## src/rtl/fifo_xchain_pkg.sv

```systemverilog
package fifo_xchain_pkg;
  localparam int XO_WR = 0;
  localparam int XO_RD = 1;
  localparam int N_TOK = 2;
  typedef logic [N_TOK-1:0] tok_vec_t;
endpackage

```

## src/rtl/xstage_token.sv

```systemverilog
module xstage_token (
  input  logic clk_i,
  input  logic rst_ni,
  input  logic expand_i,
  input  logic boot_i,
  input  logic first_i,
  input  logic grant_i,
  input  logic release_i,
  output logic own_o
);
  logic own_q;

  always_ff @(posedge clk_i or negedge rst_ni) begin
    if (!rst_ni)        own_q <= 1'b0;
    else if (boot_i)    own_q <= first_i;
    else if (grant_i)   own_q <= 1'b1;
    else if (release_i) own_q <= 1'b0;
  end

  // single device: stage always owns both sides
  assign own_o = expand_i ? own_q : 1'b1;
endmodule

```

## src/rtl/xstage_ptr.sv

```systemverilog
module xstage_ptr #(
  parameter int DEPTH = 8,
  parameter int AW    = 3
) (
  input  logic          clk_i,
  input  logic          rst_ni,
  input  logic          step_i,
  input  logic          rewind_i,
  output logic [AW-1:0] ptr_o,
  output logic          last_o
);
  logic [AW-1:0] ptr_q;

  assign last_o = (ptr_q == AW'(DEPTH - 1));
  assign ptr_o  = ptr_q;

  always_ff @(posedge clk_i or negedge rst_ni) begin
    if (!rst_ni)       ptr_q <= '0;
    else if (rewind_i) ptr_q <= '0;
    else if (step_i)   ptr_q <= last_o ? '0 : ptr_q + AW'(1);
  end
endmodule

```

## src/rtl/xstage_mem.sv

```systemverilog
module xstage_mem #(
  parameter int DATA_W = 9,
  parameter int DEPTH  = 8,
  parameter int AW     = 3
) (
  input  logic              clk_i,
  input  logic              rst_ni,
  input  logic              wr_en_i,
  input  logic [AW-1:0]     wr_addr_i,
  input  logic [DATA_W-1:0] wr_data_i,
  input  logic              rd_en_i,
  input  logic [AW-1:0]     rd_addr_i,
  output logic [DATA_W-1:0] rd_data_o,
  output logic              rd_oe_o
);
  logic [DATA_W-1:0] mem_q [DEPTH];
  logic [DATA_W-1:0] dout_q;
  logic              oe_q;

  always_ff @(posedge clk_i) begin
    if (wr_en_i) mem_q[wr_addr_i] <= wr_data_i;
  end

  always_ff @(posedge clk_i or negedge rst_ni) begin
    if (!rst_ni) begin
      oe_q   <= 1'b0;
      dout_q <= '0;
    end else begin
      oe_q   <= rd_en_i;
      dout_q <= rd_en_i ? mem_q[rd_addr_i] : '0;
    end
  end

  assign rd_data_o = oe_q ? dout_q : '0;
  assign rd_oe_o   = oe_q;
endmodule

```

## src/rtl/fifo_xstage.sv

```systemverilog
module fifo_xstage
  import fifo_xchain_pkg::*;
#(
  parameter int DATA_W = 9,
  parameter int DEPTH  = 8
) (
  input  logic              clk_i,
  input  logic              rst_ni,
  input  logic              expand_i,
  input  logic              fl_rt_ni,
  input  logic              wr_i,
  input  logic              rd_i,
  input  logic [DATA_W-1:0] data_i,
  output logic [DATA_W-1:0] data_o,
  output logic              rd_oe_o,
  input  logic [1:0]        xi_i,
  output logic [1:0]        xo_o
);
  localparam int AW = (DEPTH > 1) ? $clog2(DEPTH) : 1;
  localparam int CW = $clog2(DEPTH + 1);

  logic          boot_q;
  tok_vec_t      own, pass, step, rewind, last;
  logic [AW-1:0] ptr [N_TOK];
  logic [CW-1:0] count_q;
  logic          own_w, own_r, full, empty, rt_acc, wr_acc, rd_acc, half;

  // first edge after reset loads ownership from the strap
  always_ff @(posedge clk_i or negedge rst_ni) begin
    if (!rst_ni) boot_q <= 1'b1;
    else         boot_q <= 1'b0;
  end

  assign own_w  = own[XO_WR];
  assign own_r  = own[XO_RD];
  assign full   = (count_q == CW'(DEPTH));
  assign empty  = (count_q == '0);
  assign rt_acc = !expand_i && !fl_rt_ni && !boot_q;
  assign wr_acc = wr_i && own_w && !full  && !boot_q && !rt_acc;
  assign rd_acc = rd_i && own_r && !empty && !boot_q && !rt_acc;

  assign step[XO_WR]   = wr_acc;
  assign step[XO_RD]   = rd_acc;
  assign rewind[XO_WR] = 1'b0;
  assign rewind[XO_RD] = rt_acc;
  assign pass[XO_WR]   = expand_i && wr_acc && last[XO_WR];
  assign pass[XO_RD]   = expand_i && rd_acc && last[XO_RD];

  for (genvar t = 0; t < N_TOK; t++) begin : g_side
    xstage_token u_tok (
      .clk_i     (clk_i),
      .rst_ni    (rst_ni),
      .expand_i  (expand_i),
      .boot_i    (boot_q),
      .first_i   (!fl_rt_ni),
      .grant_i   (xi_i[t]),
      .release_i (pass[t]),
      .own_o     (own[t])
    );
    xstage_ptr #(.DEPTH(DEPTH), .AW(AW)) u_ptr (
      .clk_i    (clk_i),
      .rst_ni   (rst_ni),
      .step_i   (step[t]),
      .rewind_i (rewind[t]),
      .ptr_o    (ptr[t]),
      .last_o   (last[t])
    );
  end

  xstage_mem #(.DATA_W(DATA_W), .DEPTH(DEPTH), .AW(AW)) u_mem (
    .clk_i     (clk_i),
    .rst_ni    (rst_ni),
    .wr_en_i   (wr_acc),
    .wr_addr_i (ptr[XO_WR]),
    .wr_data_i (data_i),
    .rd_en_i   (rd_acc),
    .rd_addr_i (ptr[XO_RD]),
    .rd_data_o (data_o),
    .rd_oe_o   (rd_oe_o)
  );

  always_ff @(posedge clk_i or negedge rst_ni) begin
    if (!rst_ni)                count_q <= '0;
    else if (rt_acc)            count_q <= CW'(ptr[XO_WR]);
    else if (wr_acc && !rd_acc) count_q <= count_q + CW'(1);
    else if (rd_acc && !wr_acc) count_q <= count_q - CW'(1);
  end

  assign half = (count_q > CW'(DEPTH / 2));
  assign xo_o = expand_i ? pass : {1'b0, half};
endmodule

```

## config.mk

```make
export PLATFORM = sky130hd
export DESIGN_NAME = fifo_xstage
export DESIGN_NICKNAME = d
export VERILOG_FILES = /design/src/rtl/fifo_xchain_pkg.sv /design/src/rtl/xstage_token.sv /design/src/rtl/xstage_ptr.sv /design/src/rtl/xstage_mem.sv /design/src/rtl/fifo_xstage.sv
export SDC_FILE = /design/constraint.sdc
export NUM_CORES = 1
export LEC_CHECK = 0
export BUFFER_PORTS_ARGS = -buffer_cell sky130_fd_sc_hd__buf_2
export CAP_MARGIN = 5
export CORE_UTILIZATION = 36
export CTS_CLUSTER_DIAMETER = 50
export CTS_CLUSTER_SIZE = 14
export DETAILED_ROUTE_END_ITERATION = 7
export SYNTH_ARGS = -nofsm -noshare
export SYNTH_HDL_FRONTEND = slang
export SYNTH_SLANG_ARGS = --single-unit
```

## constraint.sdc

```tcl
create_clock -name clk_i -period 3.7 [get_ports clk_i]
set_clock_uncertainty 0.2 [all_clocks]
set_input_delay 1.11 -clock clk_i [delete_from_list [all_inputs] [get_ports clk_i]]
set_output_delay 1.11 -clock clk_i [all_outputs]
set_load 0.01 [all_outputs]
```

==> results by group, run 1 <==
Logic synthesis
  • Net Count, Synth: 248
  • Adder-cell share of the synthesized area: 2.75%
  • XOR/XNOR Fraction of Synth Area: 0.448%
  • Yosys top cell area share: 55.3%
  • Flops & latches, synth: 95
  • Largest family of logic cells by synthesized area: multiplexers
  • Post-synth EDFFs: 72
  • Mapped Cells: 223
  • Syn. warnings: 0
  • Post-Synth Simple-Gate Area: 7.24%
  • Top cell type by total area after synthesis: edfxtp_1
  • Syn avg cell area: 17.5 um2
  • Ys async rst share: 24.2%
  • Cell Area, Synth: 3910 um2
  • Unique cell type count in the Yosys netlist: 38
  • Mux share of post-synthesis cell area: 14.8%
  • Post-synthesis compound-gate area fraction: 2.95%
  • Top cells by area, synth: edfxtp_1 (55%), dfrtp_1 (14%), mux4_2 (10%)
  • Register area share after synthesis: 70.1%
  • Predominant post-synthesis flop cell: edfxtp_1

Setup path
  • RR Startpoint: count_q[0]$_DFFE_PN0P_
  • Worst reg2reg path depth: 10
  • Req. time, crit path: 2.39 ns
  • Setup crit start kind: primary input
  • Crit-path max FO: 7
  • CP Capture Point: xo_o[0]
  • CP Capture Type: output pin
  • Worst R2R End: count_q[3]$_DFFE_PN0P_
  • Worst EP arrival: 2.21 ns
  • Critical path startpoint: expand_i
  • CP Class: in -> out
  • Setup slack, reg-to-reg: 0.86 ns

Placement
  • DP Wirelength: 4.32 mm
  • Inst Count DP: 392
  • I/O Buffers: 28
  • Placer Congestion: 0.716

Timing
  • Hold Fails Final Rpt: 0
  • Worst hold slack: 0.356 ns
  • Final setup fails: 0
  • Fmax: 284 MHz
  • Worst-Margin Slew: 0.523 ns
  • Slew HR: 65.1%
  • Setup TNS: 0 ns
  • Minimum clock period: 3.52 ns
  • Final Cycle Share: 95.2%
  • RSZ-0062 raised after global routing: no
  • Max Transition Viols Final: 0

Flow run
  • Max cap viols: 0

Cells and area
  • Layout net count: 292
  • Commonest non-fill, non-tap cells in the layout: edfxtp_1 (72), buf_2 (28), dfrtp_1 (22)
  • Share of post-route cells with drive strength above 1: 32.0%
  • Syn-to-layout area delta: 14.6%
  • Ant. Diodes: 0
  • Non-Filler Instances: 408
  • Filler cells: 937
  • Commonest non-fill, non-tap cell in the layout: edfxtp_1

Global routing
  • Initial antenna violation count: 0
  • Largest net degree at the start of global routing: 24
  • Vias in the first global route: 2002
  • Total global-route track usage: 13.4%
  • GRT overflow: 0
  • First-pass GRT wire length: 10.9 mm

Route
  • Final WL: 6.74 mm
  • Drt via density: 4.86
  • Final routed DRC violation total: 0
  • DRT iter0 DRCs: 94
  • Drt first pass iters: 4
  • Routed len/inst: 16.5 um
  • Post-route ant nets: 0
  • Via count: 1984

CTS
  • Htree depth: 3
  • CTS buffer count: 9
  • Post-CTS Setup Inserts: 0
  • Post-CTS sizing: 0
  • CTS sink cnt: 95
  • Clk Latency, worst-skew pair: 0.36 ns
  • Root Buffer: clkbuf_8
  • Hold buffer count at cts: 0
  • CTS tree: built
  • Max Buffers Root-to-Sink: 2
  • Clock slew at the register clock pins of the worst setup and hold paths: 0.09 ns

Power
  • PwrDens: 607 nW/um2
  • Switch Pwr: 0.827 mW
  • Int Pwr: 1.89 mW
  • Switching share of power: 30.4%
  • Pleak: 1.63 nW
  • Peak supply drop: 189 uV
  • Comb pwr share: 25.8%
  • Clock power share: 24.5%
  • Sequential share of power: 49.7%

Status
  • Status: finished clean

Worst hold path
  • Worst min path class: reg -> reg

Floorplanning
  • Core footprint: 10400 um2
  • Starting Density: 37.5%
  • # IOs: 29
  • Die W: 106 um
  • # rows: 37
  • Vert. Die Dim: 106 um
  • Die area: 11300 um2
==> stage by stage <==
stage          worst slack (ns)  cell area [um2]  total power [mW]  util (%)
2_1_floorplan             0.161             3910              1.90         -
3_3_place_gp              0.196             4280              2.07      41.1
3_5_place_dp             0.0987             4280              2.09      41.1
4_1_cts                   0.175             4480              2.76      43.0
5_1_grt                   0.114             4480              2.88      43.0
6_report                  0.176             4480              2.72      43.0
==> final cells by class <==
class / instances / area (um2) / share of cell area [%]
Sequential cell: 95 / 2740 / 61.2
Multi-Input combinational cell: 114 / 1110 / 24.7
Tap cell: 136 / 170 / 3.80
Inverter: 4 / 15.0 / 0.335
Clock inverter: 6 / 57.6 / 1.29
Timing Repair Buffer: 43 / 253 / 5.64
Clock buffer: 10 / 138 / 3.07
==> worst max-delay path, cell delays in order <==
cell and delay, ns:
buf_2 0.14, mux2i_1 0.15, a2111oi_4 0.35, nand2_1 0.09, a22oi_1 0.20, buf_2 0.17
==> kinds of logic (layout without fill, tap and decap cells) <==
family | count (synthesis) | after routing
DFF | 95 | 95
and+or+nand+nor | 53 | 53
muxes | 35 | 35
AOI/OAI and AO/OA | 15 | 15
buffers and inverters | 14 | 63
adders and majority gates | 8 | 8
xor gates and xnor gates | 2 | 2
other | 1 | 1
==> per-layer routing <==
layer | up-vias | share of wire, % | global-route usage, % | wire length (um)
li1 | 947 | - | - | -
met1 | 982 | 46 | 17.7 | 3120
met2 | 45 | 47 | 20.6 | 3190
met3 | 10 | 4.3 | 2.94 | 291
met4 | 0 | 2.0 | 7.14 | 132
met5 | - | 0 | 0 | 0
==> state kept, by name, indices dropped and copies added, names as in the netlist <==
register / count
u_mem.rd_oe_o: 1
u_mem.dout_q: 9
g_side.u_tok.own_q: 2
boot_q: 1
count_q: 4
u_mem.mem_q: 72
g_side.u_ptr.ptr_o: 6
==> worst min-delay path by stage <==
stage / startpoint / endpoint / cells after the start
after floorplan: g_side[1].u_tok.own_q$_DFFE_PN0P_ / g_side[1].u_tok.own_q$_DFFE_PN0P_ / 2
after global placement: g_side[1].u_tok.own_q$_DFFE_PN0P_ / g_side[1].u_tok.own_q$_DFFE_PN0P_ / 2
after detailed placement: g_side[1].u_tok.own_q$_DFFE_PN0P_ / g_side[1].u_tok.own_q$_DFFE_PN0P_ / 2
after CTS: g_side[1].u_tok.own_q$_DFFE_PN0P_ / g_side[1].u_tok.own_q$_DFFE_PN0P_ / 2
after global routing: g_side[1].u_tok.own_q$_DFFE_PN0P_ / g_side[1].u_tok.own_q$_DFFE_PN0P_ / 2
final: g_side[1].u_tok.own_q$_DFFE_PN0P_ / g_side[1].u_tok.own_q$_DFFE_PN0P_ / 2
==> cell usage after synthesis, types with 4 or more instances <==
library cell   n
nor3_1         4
nand2_1        8
nor2_1        19
inv_1          4
dfrtp_1       22
mux2i_1       14
clkbuf_1       4
and2_1         9
mux4_2        18
o21ai_0        6
edfxtp_1      72
ha_1           7
==> power groups by stage <==
stage | combinational (mW) | clock [mW] | sequential, mW
after CTS | 0.719 | 0.689 | 1.35
final | 0.701 | 0.665 | 1.35
after global routing | 0.780 | 0.731 | 1.37
after floorplan | 0.558 | 0 | 1.34
after global placement | 0.702 | 0 | 1.37
after detailed placement | 0.716 | 0 | 1.37
No activity file was read; power rests on OpenSTA's default activity.
==> inputs of run 2 (changes only) <==
SYNTH_HIERARCHICAL = 1   (was default)
==> run 2 against run 1 <==
Net effect:
- worst hold slack lost 0.0082 ns
- sequential share of layout area shrank 1.5 points
- global-route usage is essentially flat
- combinational power shrank 15%
- final cell count grew 5.6%
- maximum frequency grew 2.9%
- routed wire length grew 5.4%
- critical path type unchanged
- largest power group unchanged
==> results by group, run 2 <==
Logic synthesis
  • Yosys top cell area share: 53.5%
  • Top cell type by total area after synthesis: edfxtp_1
  • Ys async rst share: 24.2%
  • Mapped Cells: 239
  • Unique cell type count in the Yosys netlist: 44
  • Commonest cells in the synthesized netlist: edfxtp_1 (72), dfrtp_1 (22), nor2_1 (22), mux2i_1 (13), mux4_2 (10)
  • Post-synth EDFFs: 72
  • Syn. warnings: 6
  • Predominant post-synthesis flop cell: edfxtp_1
  • Register area share after synthesis: 67.7%
  • Cell Area, Synth: 4040 um2
  • Top cells by area, synth: edfxtp_1 (53%), dfrtp_1 (14%), mux4_2 (5.6%)
  • Syn avg cell area: 16.9 um2
  • Flops & latches, synth: 95
  • Count leader, synth: edfxtp_1

Power
  • Int Pwr: 1.77 mW
  • PwrDens: 554 nW/um2
  • Clock power share: 25.4%
  • Switching share of power: 30.2%
  • Tot Pwr: 2.54 mW
  • Pleak: 1.71 nW
  • Switch Pwr: 0.766 mW
  • Comb pwr share: 23.3%
  • Sequential share of power: 51.2%
  • Peak supply drop: 234 uV

Floorplanning
  • # rows: 38
  • Starting Density: 37.1%
  • Vert. Die Dim: 108 um
  • Die area: 11700 um2
  • Die W: 108 um
  • # IOs: 29
  • Core footprint: 10900 um2

Global routing
  • First-pass GRT wire length: 11.2 mm
  • Initial antenna violation count: 0
  • Total global-route track usage: 13.3%
  • GRT overflow: 0
  • Vias in the first global route: 2102
  • Largest net degree at the start of global routing: 24

Setup path
  • Crit-path max FO: 7
  • CP Class: in -> out
  • Setup crit start kind: primary input
  • Worst EP arrival: 2.11 ns
  • Setup slack, reg-to-reg: 0.73 ns
  • Req. time, crit path: 2.39 ns
  • CP Capture Type: output pin

CTS
  • Clock slew at the register clock pins of the worst setup and hold paths: 0.09 ns
  • Htree depth: 3
  • Clk Latency, worst-skew pair: 0.36 ns
  • CTS sink cnt: 95
  • Hold buffer count at cts: 0
  • Post-CTS sizing: 0
  • Max Buffers Root-to-Sink: 2
  • CTS buffer count: 9
  • CTS tree: built
  • Post-CTS Setup Inserts: 0
  • Root Buffer: clkbuf_8

Route
  • Via count: 2165
  • Drt via density: 5.02
  • DRT iter0 DRCs: 113
  • Routed len/inst: 16.5 um
  • Post-route ant nets: 0
  • Final routed DRC violation total: 0
  • Drt first pass iters: 4
  • Final WL: 7.10 mm

Placement
  • Inst Count DP: 415
  • Post-place instance area: 4400 um2
  • Placer Congestion: 0.802
  • I/O Buffers: 28
  • DP Wirelength: 4.60 mm
  • Place WS: 0.0700 ns

Timing
  • Fin worst setup slack: 0.277 ns
  • Final Cycle Share: 92.5%
  • Max Transition Viols Final: 0
  • Slew HR: 55.5%
  • Minimum clock period: 3.42 ns
  • Fmax: 292 MHz
  • RSZ-0062 raised after global routing: no
  • Final setup fails: 0
  • Hold Fails Final Rpt: 0
  • Worst hold slack: 0.347 ns
  • Worst-Margin Slew: 0.668 ns
  • Setup TNS: 0 ns

Cells and area
  • Area of the multi-input gates: 1250 um2
  • Final Util: 42.1%
  • Filler cells: 994
  • Max FFs per register: 72
  • Share of post-route cells with drive strength above 1: 24.7%
  • Layout net count: 310
  • Reg with most FFs: u_mem/mem_q
  • Sequential Area: 2740 um2
  • Ant. Diodes: 0
  • Non-Filler Instances: 431
  • Commonest non-fill, non-tap cells in the layout: edfxtp_1 (72), buf_2 (28), nor2_1 (22), dfrtp_1 (22), mux2i_1 (13)
  • Syn-to-layout area delta: 13.4%
  • Design area: 4590 um2
  • Commonest non-fill, non-tap cell in the layout: edfxtp_1

Flow run
  • Max cap viols: 0

Status
  • Status: finished clean

Worst hold path
  • Worst min path class: reg -> reg
==> run 2: path summary, 6_finish.rpt <==
kind,from,end,cells past startpoint
worst min register to register,g_side[1].u_tok/own_q$_DFFE_PN0P_,g_side[1].u_tok/own_q$_DFFE_PN0P_,2
worst min-delay path,g_side[1].u_tok/own_q$_DFFE_PN0P_,g_side[1].u_tok/own_q$_DFFE_PN0P_,2
max in group asynchronous,rst_ni,boot_q$_DFF_PN1_,1
worst max-delay path,expand_i,xo_o[0],7
min in group asynchronous,rst_ni,g_side[0].u_ptr/ptr_o[2]$_DFFE_PN0P_,1
worst max register to register,count_q[0]$_DFFE_PN0P_,count_q[3]$_DFFE_PN0P_,8
==> run 2: layer usage <==
layer	wire, um	vias up	share of wire [%]	global-route usage (%)
li1	-	1028	-	-
met4	95	0	1.3	4.99
met5	0	-	0	0
met1	3230	1079	45	18.0
met2	3430	50	48	21.3
met3	351	8	4.9	2.65
==> run 2: power groups by stage <==
stage / clock [mW] / combinational [mW] / sequential (mW)
2_1_floorplan: 0 / 0.496 / 1.29
3_3_place_gp: 0 / 0.593 / 1.32
3_5_place_dp: 0 / 0.600 / 1.33
4_1_cts: 0.672 / 0.602 / 1.30
5_1_grt: 0.712 / 0.660 / 1.32
6_report: 0.646 / 0.593 / 1.30
==> run 2: final cells by class <==
cell class                 count  share of cell area, %
sequential                    95                   59.7
multi-input combinational    137                   27.2
timing repair buffer          39                   4.86
tap                          140                   3.82
clock buffer                   9                   2.70
clock inverter                 7                   1.36
inverter                       4                  0.327
==> run 2: kinds of logic (layout without fill, tap and decap cells) <==
group                      count (synthesis)  count (layout)  share of synthesized area (%)
muxes                                     31              31                           14.0
DFF                                       95              95                           67.7
adders and majority gates                  7               7                           2.35
xor gates and xnor gates                   2               2                          0.433
and+or+nand+nor                           73              73                           10.0
other                                      1               4                         0.0927
buffers and inverters                     10              59                           1.67
AOI/OAI and AO/OA                         20              20                           3.71
==> run 2: critical path, cell delays in order <==
cell      delay, ns
buf_2          0.14
nand2b_1       0.10
nand3b_1       0.19
a21oi_1        0.20
nand2_1        0.07
a21oi_1        0.16
buf_2          0.15
